<file path="config.mk">
export PLATFORM = sky130hd
export DESIGN_NAME = bus_seq
export DESIGN_NICKNAME = d
export VERILOG_FILES = /design/src/rtl/bus_seq_pkg.sv /design/src/rtl/bus_seq_fsm.sv /design/src/rtl/bus_seq_decode.sv /design/src/rtl/bus_seq.sv
export SDC_FILE = /design/constraint.sdc
export NUM_CORES = 1
export LEC_CHECK = 0
export BUFFER_PORTS_ARGS = -buffer_cell sky130_fd_sc_hd__buf_4
export CAP_MARGIN = 40
export CORE_AREA = 2 2 39 41
export DETAILED_ROUTE_END_ITERATION = 10
export DIE_AREA = 0 0 41 43
export PLACE_DENSITY_LB_ADDON = 0.2
export SYNTH_ARGS = -nofsm -noshare
export SYNTH_HDL_FRONTEND = slang
export SYNTH_SLANG_ARGS = --single-unit
</file>
<file path="constraint.sdc">
create_clock -name clk -period 1.4 [get_ports clk]
set_input_delay 0.21 -clock clk [delete_from_list [all_inputs] [get_ports clk]]
set_output_delay 0.21 -clock clk [all_outputs]
set_load 0.02 [all_outputs]
</file>
<file path="src/rtl/bus_seq_pkg.sv">
package bus_seq_pkg;
  localparam int NUM_ST = 6;
  localparam int ST_W   = $clog2(NUM_ST);

  typedef enum logic [ST_W-1:0] {
    ST_IDLE = 3'd0,
    ST_T1   = 3'd1,
    ST_T2   = 3'd2,
    ST_T3   = 3'd3,
    ST_TW   = 3'd4,
    ST_T4   = 3'd5
  } bus_st_e;

  // Successor of the current phase; rdy matters only at T3/TW sampling points.
  function automatic bus_st_e next_st(bus_st_e cur, logic start, logic rdy);
    bus_st_e n;
    case (cur)
      ST_IDLE: n = start ? ST_T1 : ST_IDLE;
      ST_T1:   n = ST_T2;
      ST_T2:   n = ST_T3;
      ST_T3,
      ST_TW:   n = rdy ? ST_T4 : ST_TW;
      ST_T4:   n = start ? ST_T1 : ST_IDLE;
      default: n = ST_IDLE;
    endcase
    return n;
  endfunction
endpackage

</file>
<file path="src/rtl/bus_seq_fsm.sv">
module bus_seq_fsm
  import bus_seq_pkg::*;
(
  input  logic    clk,
  input  logic    rst_n,
  input  logic    req,
  input  logic    req_wr,
  input  logic    ready,
  output bus_st_e st,
  output logic    cur_wr
);
  logic    pend, pend_wr;
  bus_st_e nxt;

  // Named events for the checks below
  logic busy, sample_pt, start, hold_req;
  assign busy      = (st == ST_T1) || (st == ST_T2) || (st == ST_T3) || (st == ST_TW);
  assign sample_pt = (st == ST_T3) || (st == ST_TW);
  assign start     = ((st == ST_IDLE) && req) || ((st == ST_T4) && (req || pend));
  assign hold_req  = busy && req && !pend;
  assign nxt       = next_st(st, start, ready);

  always_ff @(posedge clk) begin
    if (!rst_n) begin
      st      <= ST_IDLE;
      pend    <= 1'b0;
      pend_wr <= 1'b0;
      cur_wr  <= 1'b0;
    end else begin
      st <= nxt;
      if (start) begin
        cur_wr <= pend ? pend_wr : req_wr;
        pend   <= 1'b0;
      end else if (hold_req) begin
        pend    <= 1'b1;
        pend_wr <= req_wr;
      end
    end
  end

  AST_T1_ADVANCE: assert property (@(posedge clk) disable iff (!rst_n)
    (st == ST_T1) |=> (st == ST_T2));
  AST_T2_ADVANCE: assert property (@(posedge clk) disable iff (!rst_n)
    (st == ST_T2) |=> (st == ST_T3));
  AST_READY_GO: assert property (@(posedge clk) disable iff (!rst_n)
    (sample_pt && ready) |=> (st == ST_T4));
  AST_READY_HOLD: assert property (@(posedge clk) disable iff (!rst_n)
    (sample_pt && !ready) |=> (st == ST_TW));
  AST_HELD_SERVED: assert property (@(posedge clk) disable iff (!rst_n)
    ((st == ST_T4) && pend) |=> (st == ST_T1));
  AST_IDLE_START: assert property (@(posedge clk) disable iff (!rst_n)
    ((st == ST_IDLE) && req) |=> (st == ST_T1));
endmodule

</file>
<file path="src/rtl/bus_seq_decode.sv">
module bus_seq_decode
  import bus_seq_pkg::*;
(
  input  logic              clk,
  input  logic              rst_n,
  input  bus_st_e           st,
  input  logic              cur_wr,
  output logic [NUM_ST-1:0] state_oh,
  output logic              addr_valid,
  output logic              wr_data_en,
  output logic              rd_capture,
  output logic              done
);
  logic [ST_W-1:0] st_bits;
  logic            data_phase;
  assign st_bits = st;

  for (genvar i = 0; i < NUM_ST; i++) begin : g_oh
    assign state_oh[i] = (st_bits == ST_W'(i));
  end

  assign data_phase = state_oh[ST_T3] | state_oh[ST_TW] | state_oh[ST_T4];
  assign addr_valid = state_oh[ST_T1];
  assign wr_data_en = cur_wr & data_phase;
  assign rd_capture = ~cur_wr & state_oh[ST_T4];
  assign done       = state_oh[ST_T4];

  AST_ONE_STATE: assert property (@(posedge clk) disable iff (!rst_n)
    $countones(state_oh) == 1);
  AST_ADDR_SINGLE: assert property (@(posedge clk) disable iff (!rst_n)
    addr_valid |=> !addr_valid);
  AST_RD_WR_EXCL: assert property (@(posedge clk) disable iff (!rst_n)
    !(rd_capture && wr_data_en));
  AST_DONE_SINGLE: assert property (@(posedge clk) disable iff (!rst_n)
    done |=> !done);
  AST_WR_STABLE: assert property (@(posedge clk) disable iff (!rst_n)
    (wr_data_en && !done) |=> wr_data_en);
endmodule

</file>
<file path="src/rtl/bus_seq.sv">
module bus_seq
  import bus_seq_pkg::*;
(
  input  logic              clk,
  input  logic              rst_n,
  input  logic              req,
  input  logic              req_wr,
  input  logic              ready,
  output logic [NUM_ST-1:0] state_oh,
  output logic              addr_valid,
  output logic              wr_data_en,
  output logic              rd_capture,
  output logic              done
);
  bus_st_e st;
  logic    cur_wr;

  bus_seq_fsm u_fsm (
    .clk    (clk),
    .rst_n  (rst_n),
    .req    (req),
    .req_wr (req_wr),
    .ready  (ready),
    .st     (st),
    .cur_wr (cur_wr)
  );

  bus_seq_decode u_dec (
    .clk        (clk),
    .rst_n      (rst_n),
    .st         (st),
    .cur_wr     (cur_wr),
    .state_oh   (state_oh),
    .addr_valid (addr_valid),
    .wr_data_en (wr_data_en),
    .rd_capture (rd_capture),
    .done       (done)
  );
endmodule

</file>
* Word level (Yosys, flattened, before mapping)
Cells that the tools add are included.
Operators by class: shift-type cells 0, equal/unequal tests 5, order comparisons 0, divide/modulo/power cells 0, multiply operators 0, reduce and logical (&&, ||, !) cells 15, mux-type cells 4, add/sub/neg operators 0, bitwise gates (word level) 7
Operators by type and width (count):
- $pmux 3 s4 | 1
- $eq 3x2->1 const B | 2
- $eq 3x3->1 const B | 2
- $reduce_or 2->1 | 3
- $logic_or 1x1->1 | 5
- $logic_and 1x1->1 | 4
- $eq 3x1->1 const B | 1
- $logic_not 3->1 | 1
- $mux 1 | 3
- $not 1->1 | 3
- $and 1x1->1 | 2
- $or 1x1->1 | 2
- $reduce_and 2->1 | 1
- $logic_not 1->1 | 1
Word-level totals: memories 0, register bits 6, latch bits 0, RAM bits 0, ROM bits 0

* Depth between registers and ports, before layout
Gate-level depths: netlist of run 1.
depth in word-level cells 7, mapped depth 4, gate-level depth less buffers 3

* Hierarchy
From an unflattened synthesis of run 1, not the netlist that was laid out.
Unflattened totals: cells, all modules 45, area total of the unflattened synthesis 391.6 um^2
By module, submodules not included:
- bus_seq_fsm | cells each 34, times used 1, area an instance 311.5 um^2
- bus_seq_decode | cells each 11, times used 1, area an instance 80.1 um^2

* Least setup slack after synthesis of run 1
No wires, ideal clock.
path kind register to output, start register u_fsm.st[0], end output port state_oh[1], data arrival time 1341 ps, stages on the path, launching flop included 5, buffers on the path 2, setup slack -151 ps, required time 1190 ps, cell sequence dfxtp_1 buf_6 inv_1 nor3_1 buf_4
On the way: cells in the longest elaborated chain, start to end 1
RTL lines:
- start: declaration | RTL line bus_seq_fsm.sv:9 | output bus_st_e st,
- start signal: assignment | RTL line bus_seq_fsm.sv:30 | st <= nxt;
- $eq 3x1->1 | RTL line bus_seq_decode.sv:19 | assign state_oh[i] = (st_bits == ST_W'(i));
- end: declaration | RTL line bus_seq.sv:9 | output logic [NUM_ST-1:0] state_oh,
Every way passes these cells.

* Final worst setup path of run 1
start register u_fsm.st[2], end output port state_oh[0]
On the way: cells in the longest elaborated chain, start to end 1
RTL lines (RTL line):
- $logic_not 3->1 | bus_seq_decode.sv:19
Every way passes these cells.

==> results of run 1 <==
[cells in the final DEF, fill, tap and decap left out, drive strengths merged]
cell    netlist  final
a211o         1      1
a21boi        1      1
a21oi         1      1
a31oi         1      1
and4b         1      1
buf           5     16
clkbuf        1      3
dfxtp         6      6
inv           3      3
mux2i         2      2
nand2         4      4
nand2b        2      2
nand3b        1      1
nor2          3      3
nor3          2      2
nor3b         2      2
o2111a        1      1
o211ai        2      2
o21a          2      2
o21ai         2      2
o22a          1      1
or3           1      1
or3b          1      1
[registers in the layout (all words and copies together) (netlist names)]
name and cells:
u_fsm.st 3, u_fsm.pend 1, u_fsm.cur_wr 1, u_fsm.pend_wr 1
[metrics by stage]
| step | setup TNS [ps] | power [mW] | hold WS (ps) | instances |
|---|---|---|---|---|
| 6_report | 0 | 0.523 | 235 | 75 |
| 5_1_grt | -55.4 | 0.560 | 242 | 75 |
| 4_1_cts | 0 | 0.525 | 224 | 75 |
| 3_5_place_dp | 0 | 0.348 | 449 | 71 |
| 3_3_place_gp | 0 | 0.349 | 443 | 71 |
| 2_1_floorplan | 0 | 0.314 | 352 | 46 |
[path summary, 6_finish.rpt]
path / from / endpoint / slack [ps] / cells past startpoint
setup reg to reg: u_fsm.st[2]$_SDFF_PN0_ / u_fsm.cur_wr$_SDFFE_PN0P_ / 80 / 4
hold / removal: req_wr / u_fsm.pend_wr$_SDFFE_PN0P_ / 230 / 3
setup / recovery: u_fsm.st[2]$_SDFF_PN0_ / state_oh[0] / 20 / 3
hold reg to reg: u_fsm.pend_wr$_SDFFE_PN0P_ / u_fsm.pend_wr$_SDFFE_PN0P_ / 450 / 2
[metal layers]
layer / global-route usage, % / wire length (µm) / part of all wire (%) / vias to the layer above
met5: 0 / 0 / 0 / -
met4: 10.0 / 6 / 0.74 / 0
met3: 3.14 / 60 / 7.4 / 2
met2: 15.3 / 384 / 47 / 10
met1: 15.3 / 359 / 44 / 174
li1: - / - / - / 186
[power groups by stage]
stage / clock network [mW] / registers (mW) / logic [mW]
6_report: 0.163 / 0.212 / 0.148
3_5_place_dp: 0 / 0.214 / 0.135
3_3_place_gp: 0 / 0.213 / 0.136
2_1_floorplan: 0 / 0.196 / 0.117
5_1_grt: 0.182 / 0.216 / 0.162
4_1_cts: 0.174 / 0.210 / 0.141
[layout make-up]
type,instances,area (µm²)
Fill cell,151,835
Multi-Input combinational cell,31,240
Sequential cell,6,131
Tap cell,16,20.0
Inverter,3,11.3
Clock buffer,3,22.5
Timing Repair Buffer,16,124
[logic make-up (layout without fill, tap and decap cells)]
| kind of cell | count (synthesis) | in the layout | share of synthesized area (%) |
|---|---|---|---|
| AO/OA/AOI/OAI | 12 | 12 | 22.5 |
| buffers and inverters | 9 | 22 | 15.4 |
| flip-flops | 6 | 6 | 30.9 |
| multiplexers | 2 | 2 | 5.14 |
| AND/OR/NAND/NOR | 17 | 17 | 26.0 |
[what timing repair did]
action / 4_1_cts / 5_1_grt
setup endpoints to repair: 9 / 10
pin swaps: 1 / 1
setup buffers: 1 / 0
gates resized for setup: 5 / 11
[worst register-to-register path, cell delays in order (launching register included)]
cell and delay [ps]:
dfxtp_4 360, buf_4 140, or3b_1 380, a21oi_2 170
mux2i_1 190
==> metrics.cfg, run 1 <==
[min_path]
min_path_type = in2reg

[clocking]
cts_buffer_depth = 2
cts_root_buf = clkbuf_4
ctsHtreeMaxLevel = 1
clkTransAtPathRegs_ps = 50
cts_sinks = 6
clk_latency_ps = 240
cts_hold_buf = 0
cts_tree = done
cts_buffers = 3

[run_status]
outcome = completed

[critical_path]
worst_setup_path_start_kind = flop
crit_required_ps = 1190
critical_path.max_stage_delay_ps = 400
path_class = reg2out
end_kind = primary output
crit_chain = or3_4, inv_2, buf_6
crit_path_top_delay_cell = or3_4
crit_path_max_fanout = 6
crit_family = simple AND/OR/NAND/NOR gates
arrival_ps = 1170
critPathBufInv = 2

[floorplanning]
io_pins = 15
start_util_pct = 28.1
die-area_um2 = 1760
chipWidth_um = 41
rows = 14
core_area_um2 = 1380
die_h_um = 43

[route]
dr.first_iter.drc_count = 2
routed_wl_um = 810
drc_errors = 0
dr.pass1.iters = 2
vias = 372
antenna_left = 0
via_per_inst = 4.96
wl_per_cell_um = 10.8

[yosys]
synth_cell_types = 24
yosys-top-cells-count = 6 x dfxtp_1, 4 x buf_4, 4 x nand2_1
yosysSeqAreaShare_pct = 30.9
synth_cells = 46
synthFlopType = dfxtp_1
yosys_warnings = 0
async_reset_ff_share_pct = 0
synthesis.area_um2 = 389
synth_top_cell_area_share_pct = 30.9
synth_edf_count = 0
syn_avg_cell_area_um2 = 8.46
ys_top_cells_by_area = dfxtp_1 31%, buf_4 7.7%, mux2i_1 5.1%
synth_most_common_cell = dfxtp_1
yosys.area.top_type = dfxtp_1
ys_ff_latch = 6
synth_nets = 51

[timing]
rsz0062_at_grt = yes
fin_crit_sh_pct = 98.9
period_needed_ps = 1380
tightest_slew_ps = 243
finalSetupViolations = 0
slew_violations = 0
slew_headroom_pct = 83.8
hold_violations = 0
finalClockSkew_ps = 1.97
fmax_mhz = 722
fin_ws_ps = 15.8

[cells_and_area]
design_area_um2 = 549
diodes = 0
area_growth_pct = 41.2
fin_nets = 66
fin_util_pct = 39.7
layout-drive-gt1-share_pct = 52.5

[pwr]
pwr-share-comb_pct = 28.3
switchingPower_mw = 0.162
p_clk_share_pct = 31.1
irDropWorstVdd_uv = 343
p_per_area_nw_per_um2 = 952
p_int_mw = 0.361
leakage_nw = 0.229
seq_power_share_pct = 40.6
swShare_pct = 30.9

[global_route]
antenna_found_initial = 0
overflow = 0
grtUsageTotal_pct = 11.8
grt_pass1_vias = 337
grt_max_degree = 11
grt_pass1_wl_um = 1390

[placed_design]
port_buffers = 14
dp_hpwl_um = 620
placed_area_um2 = 478
pre_cts_ws_ps = 127
gp_congestion = 0.686

[run]
maxCapViolCount = 0

Note: power is estimated with default switching activity, not from simulation.
==> run 2: changes to the inputs <==
==> constraint.sdc (replaced) <==
create_clock -name clk -period 1.5 [get_ports clk]
set_input_delay 0.225 -clock clk [delete_from_list [all_inputs] [get_ports clk]]
set_output_delay 0.225 -clock clk [all_outputs]
set_load 0.02 [all_outputs]
==> run 2 against run 1 <==
  * Clock power down 7%
  * Sequential share of layout area increased by 1.8 points
  * Register-to-register slack improved by 180 ps
  * Worst setup slack gained 45 ps
  * Die area unchanged
  * Clock skew about the same
  * Clock-buffer cell count is the same
  * Sequential power decreased by 6%
==> metrics.cfg, run 2 (synthesis gave the netlist of run 1 again) <==
[route]
wl_per_cell_um = 11.0  ; was 10.8 µm
antenna_left = 0  ; unchanged
drc_errors = 0  ; unchanged
vias = 365  ; was 372
dr.pass1.iters = 4  ; was 2
via_per_inst = 5.00  ; was 4.96
routed_wl_um = 800  ; was 810 µm
dr.first_iter.drc_count = 5  ; was 2

[pwr]
p_per_area_nw_per_um2 = 930  ; was 952 nW/µm²
irDropWorstVdd_uv = 595  ; was 343 µV
leakage_nw = 0.216  ; was 0.229 nW
p_int_mw = 0.330  ; was 0.361 mW
p_clk_share_pct = 31.7  ; was 31.1%
pwr-share-comb_pct = 26.4  ; was 28.3%
switchingPower_mw = 0.145  ; was 0.162 mW
swShare_pct = 30.5  ; was 30.9%
seq_power_share_pct = 41.9  ; was 40.6%

[critical_path]
end_kind = primary output  ; unchanged
worst_setup_path_start_kind = flop  ; unchanged
crit_family = simple AND/OR/NAND/NOR gates  ; unchanged
critical_path.max_stage_delay_ps = 400  ; about the same
path_class = reg2out  ; unchanged
arrival_ps = 1210  ; was 1170 ps
crit_required_ps = 1270  ; was 1190 ps
path_depth = 3  ; unchanged
critPathBufInv = 2  ; unchanged
crit_path_max_fanout = 12  ; was 6
r2r_cells = 3  ; was 4
crit_path_top_delay_cell = or3_4  ; unchanged
crit_chain = or3_4, inv_1, buf_4  ; was or3_4, inv_2, buf_6

[timing]
rsz0062_at_grt = no  ; was yes
period_needed_ps = 1440
fin_crit_sh_pct = 95.9
fin_tns_setup_ps = 0  ; unchanged
finalClockSkew_ps = 1.75  ; was 1.97 ps
fin_ws_ps = 61.3  ; was 15.8 ps
finalSetupViolations = 0  ; unchanged
hold_violations = 0  ; unchanged
tightest_slew_ps = 270  ; was 243 ps
fmax_mhz = 695
slew_headroom_pct = 81.9  ; was 83.8%
slew_violations = 0  ; unchanged

[global_route]
overflow = 0  ; unchanged
grtUsageTotal_pct = 11.7  ; was 11.8%
met3_usage_pct = 4.71  ; was 3.14%
grt_use_met1_pct = 16.8  ; was 15.3%
grt_pass1_wl_um = 1360  ; was 1390 µm
antenna_found_initial = 0  ; unchanged
grt_max_degree = 13  ; was 11
met2_usage_pct = 14.4  ; was 15.3%
busiest_layer = met1  ; was met2
grt_pass1_vias = 303  ; was 337

[cells_and_area]
fin_nets = 64  ; was 66
fin_util_pct = 36.9  ; was 39.7%
fillCellCount = 153  ; was 151
layout_common_cells = 14 x buf_4, 4 x nand2_1  ; was 15 x buf_4, 4 x nand2_1, 3 x clkbuf_4, 3 x dfxtp_1, 3 x dfxtp_4
area_growth_pct = 31.2  ; was 41.2%
design_area_um2 = 510  ; was 549 µm²
largest_register_ffs = 3  ; unchanged
layout-drive-gt1-share_pct = 38.6  ; was 52.5%
diodes = 0  ; unchanged
layoutNonFillerInstCount = 73  ; was 75
layout_commonest_cell = buf_4  ; unchanged
regMostFlops = u_fsm.st  ; unchanged

[placed_design]
gp_congestion = 0.699  ; was 0.686
dp_hpwl_um = 595  ; was 620 µm
port_buffers = 14  ; unchanged
dp.cells = 70  ; was 71
placed_area_um2 = 470  ; was 478 µm²
pre_cts_ws_ps = 203  ; was 127 ps

[floorplanning]
core_area_um2 = 1380  ; unchanged
start_util_pct = 28.1  ; unchanged
die_h_um = 43  ; unchanged
chipWidth_um = 41  ; unchanged
die-area_um2 = 1760  ; unchanged
io_pins = 15  ; unchanged
rows = 14  ; unchanged

[clocking]
cts_root_buf = clkbuf_4  ; unchanged
cts_buffers = 3  ; unchanged
cts_tree = done  ; unchanged
clkTransAtPathRegs_ps = 50  ; about the same
cts.repair.resized = 2  ; was 5
ctsHtreeMaxLevel = 1  ; unchanged
cts_hold_buf = 0  ; unchanged
clk_latency_ps = 240  ; about the same
post_cts_buffers = 0  ; was 1
cts_sinks = 6  ; unchanged
cts_buffer_depth = 2  ; unchanged

[min_path]
min_path_type = in2reg  ; unchanged
worstHoldPathCells = 3  ; unchanged

[run]
maxCapViolCount = 0  ; unchanged

[run_status]
outcome = completed  ; unchanged

[run 2: worst min-delay path, cell delays in order]
cell	delay, ps
buf_4	110
nand2_1	50
mux2i_1	50
[run 2: final timing paths]
path | from | slack, ps | end
max reg2reg | u_fsm.st[2]$_SDFF_PN0_ | 260 | u_fsm.cur_wr$_SDFFE_PN0P_
max | u_fsm.st[2]$_SDFF_PN0_ | 60 | state_oh[0]
min reg2reg | u_fsm.pend_wr$_SDFFE_PN0P_ | 450 | u_fsm.pend_wr$_SDFFE_PN0P_
min | req_wr | 250 | u_fsm.pend_wr$_SDFFE_PN0P_
[run 2: area by class of cell]
type	count	area [µm²]	share of cell area [%]
multi-input combinational	31	220	43.1
tap	16	20.0	3.92
inverter	3	11.3	2.21
clock buffer	3	22.5	4.41
timing repair buffer	14	105	20.6
sequential	6	131	25.7
[run 2: stage by stage]
stage / hold WS, ps / total power [mW]
CTS: 240 / 0.483
global route: 245 / 0.518
global placement: 446 / 0.324
detailed placement: 452 / 0.324
finish: 246 / 0.475
floorplan: 367 / 0.293
[run 2: metal layers]
layer	up-vias	routed length, µm
li1	185	-
met4	0	18
met1	164	382
met3	2	62
met2	14	336
met5	-	0
[run 2: power by group through the flow]
stage	logic (mW)	registers [mW]	clock network, mW
CTS	0.124	0.198	0.161
finish	0.125	0.199	0.151
floorplan	0.110	0.183	0
detailed placement	0.123	0.201	0
global placement	0.124	0.200	0
global route	0.140	0.203	0.175
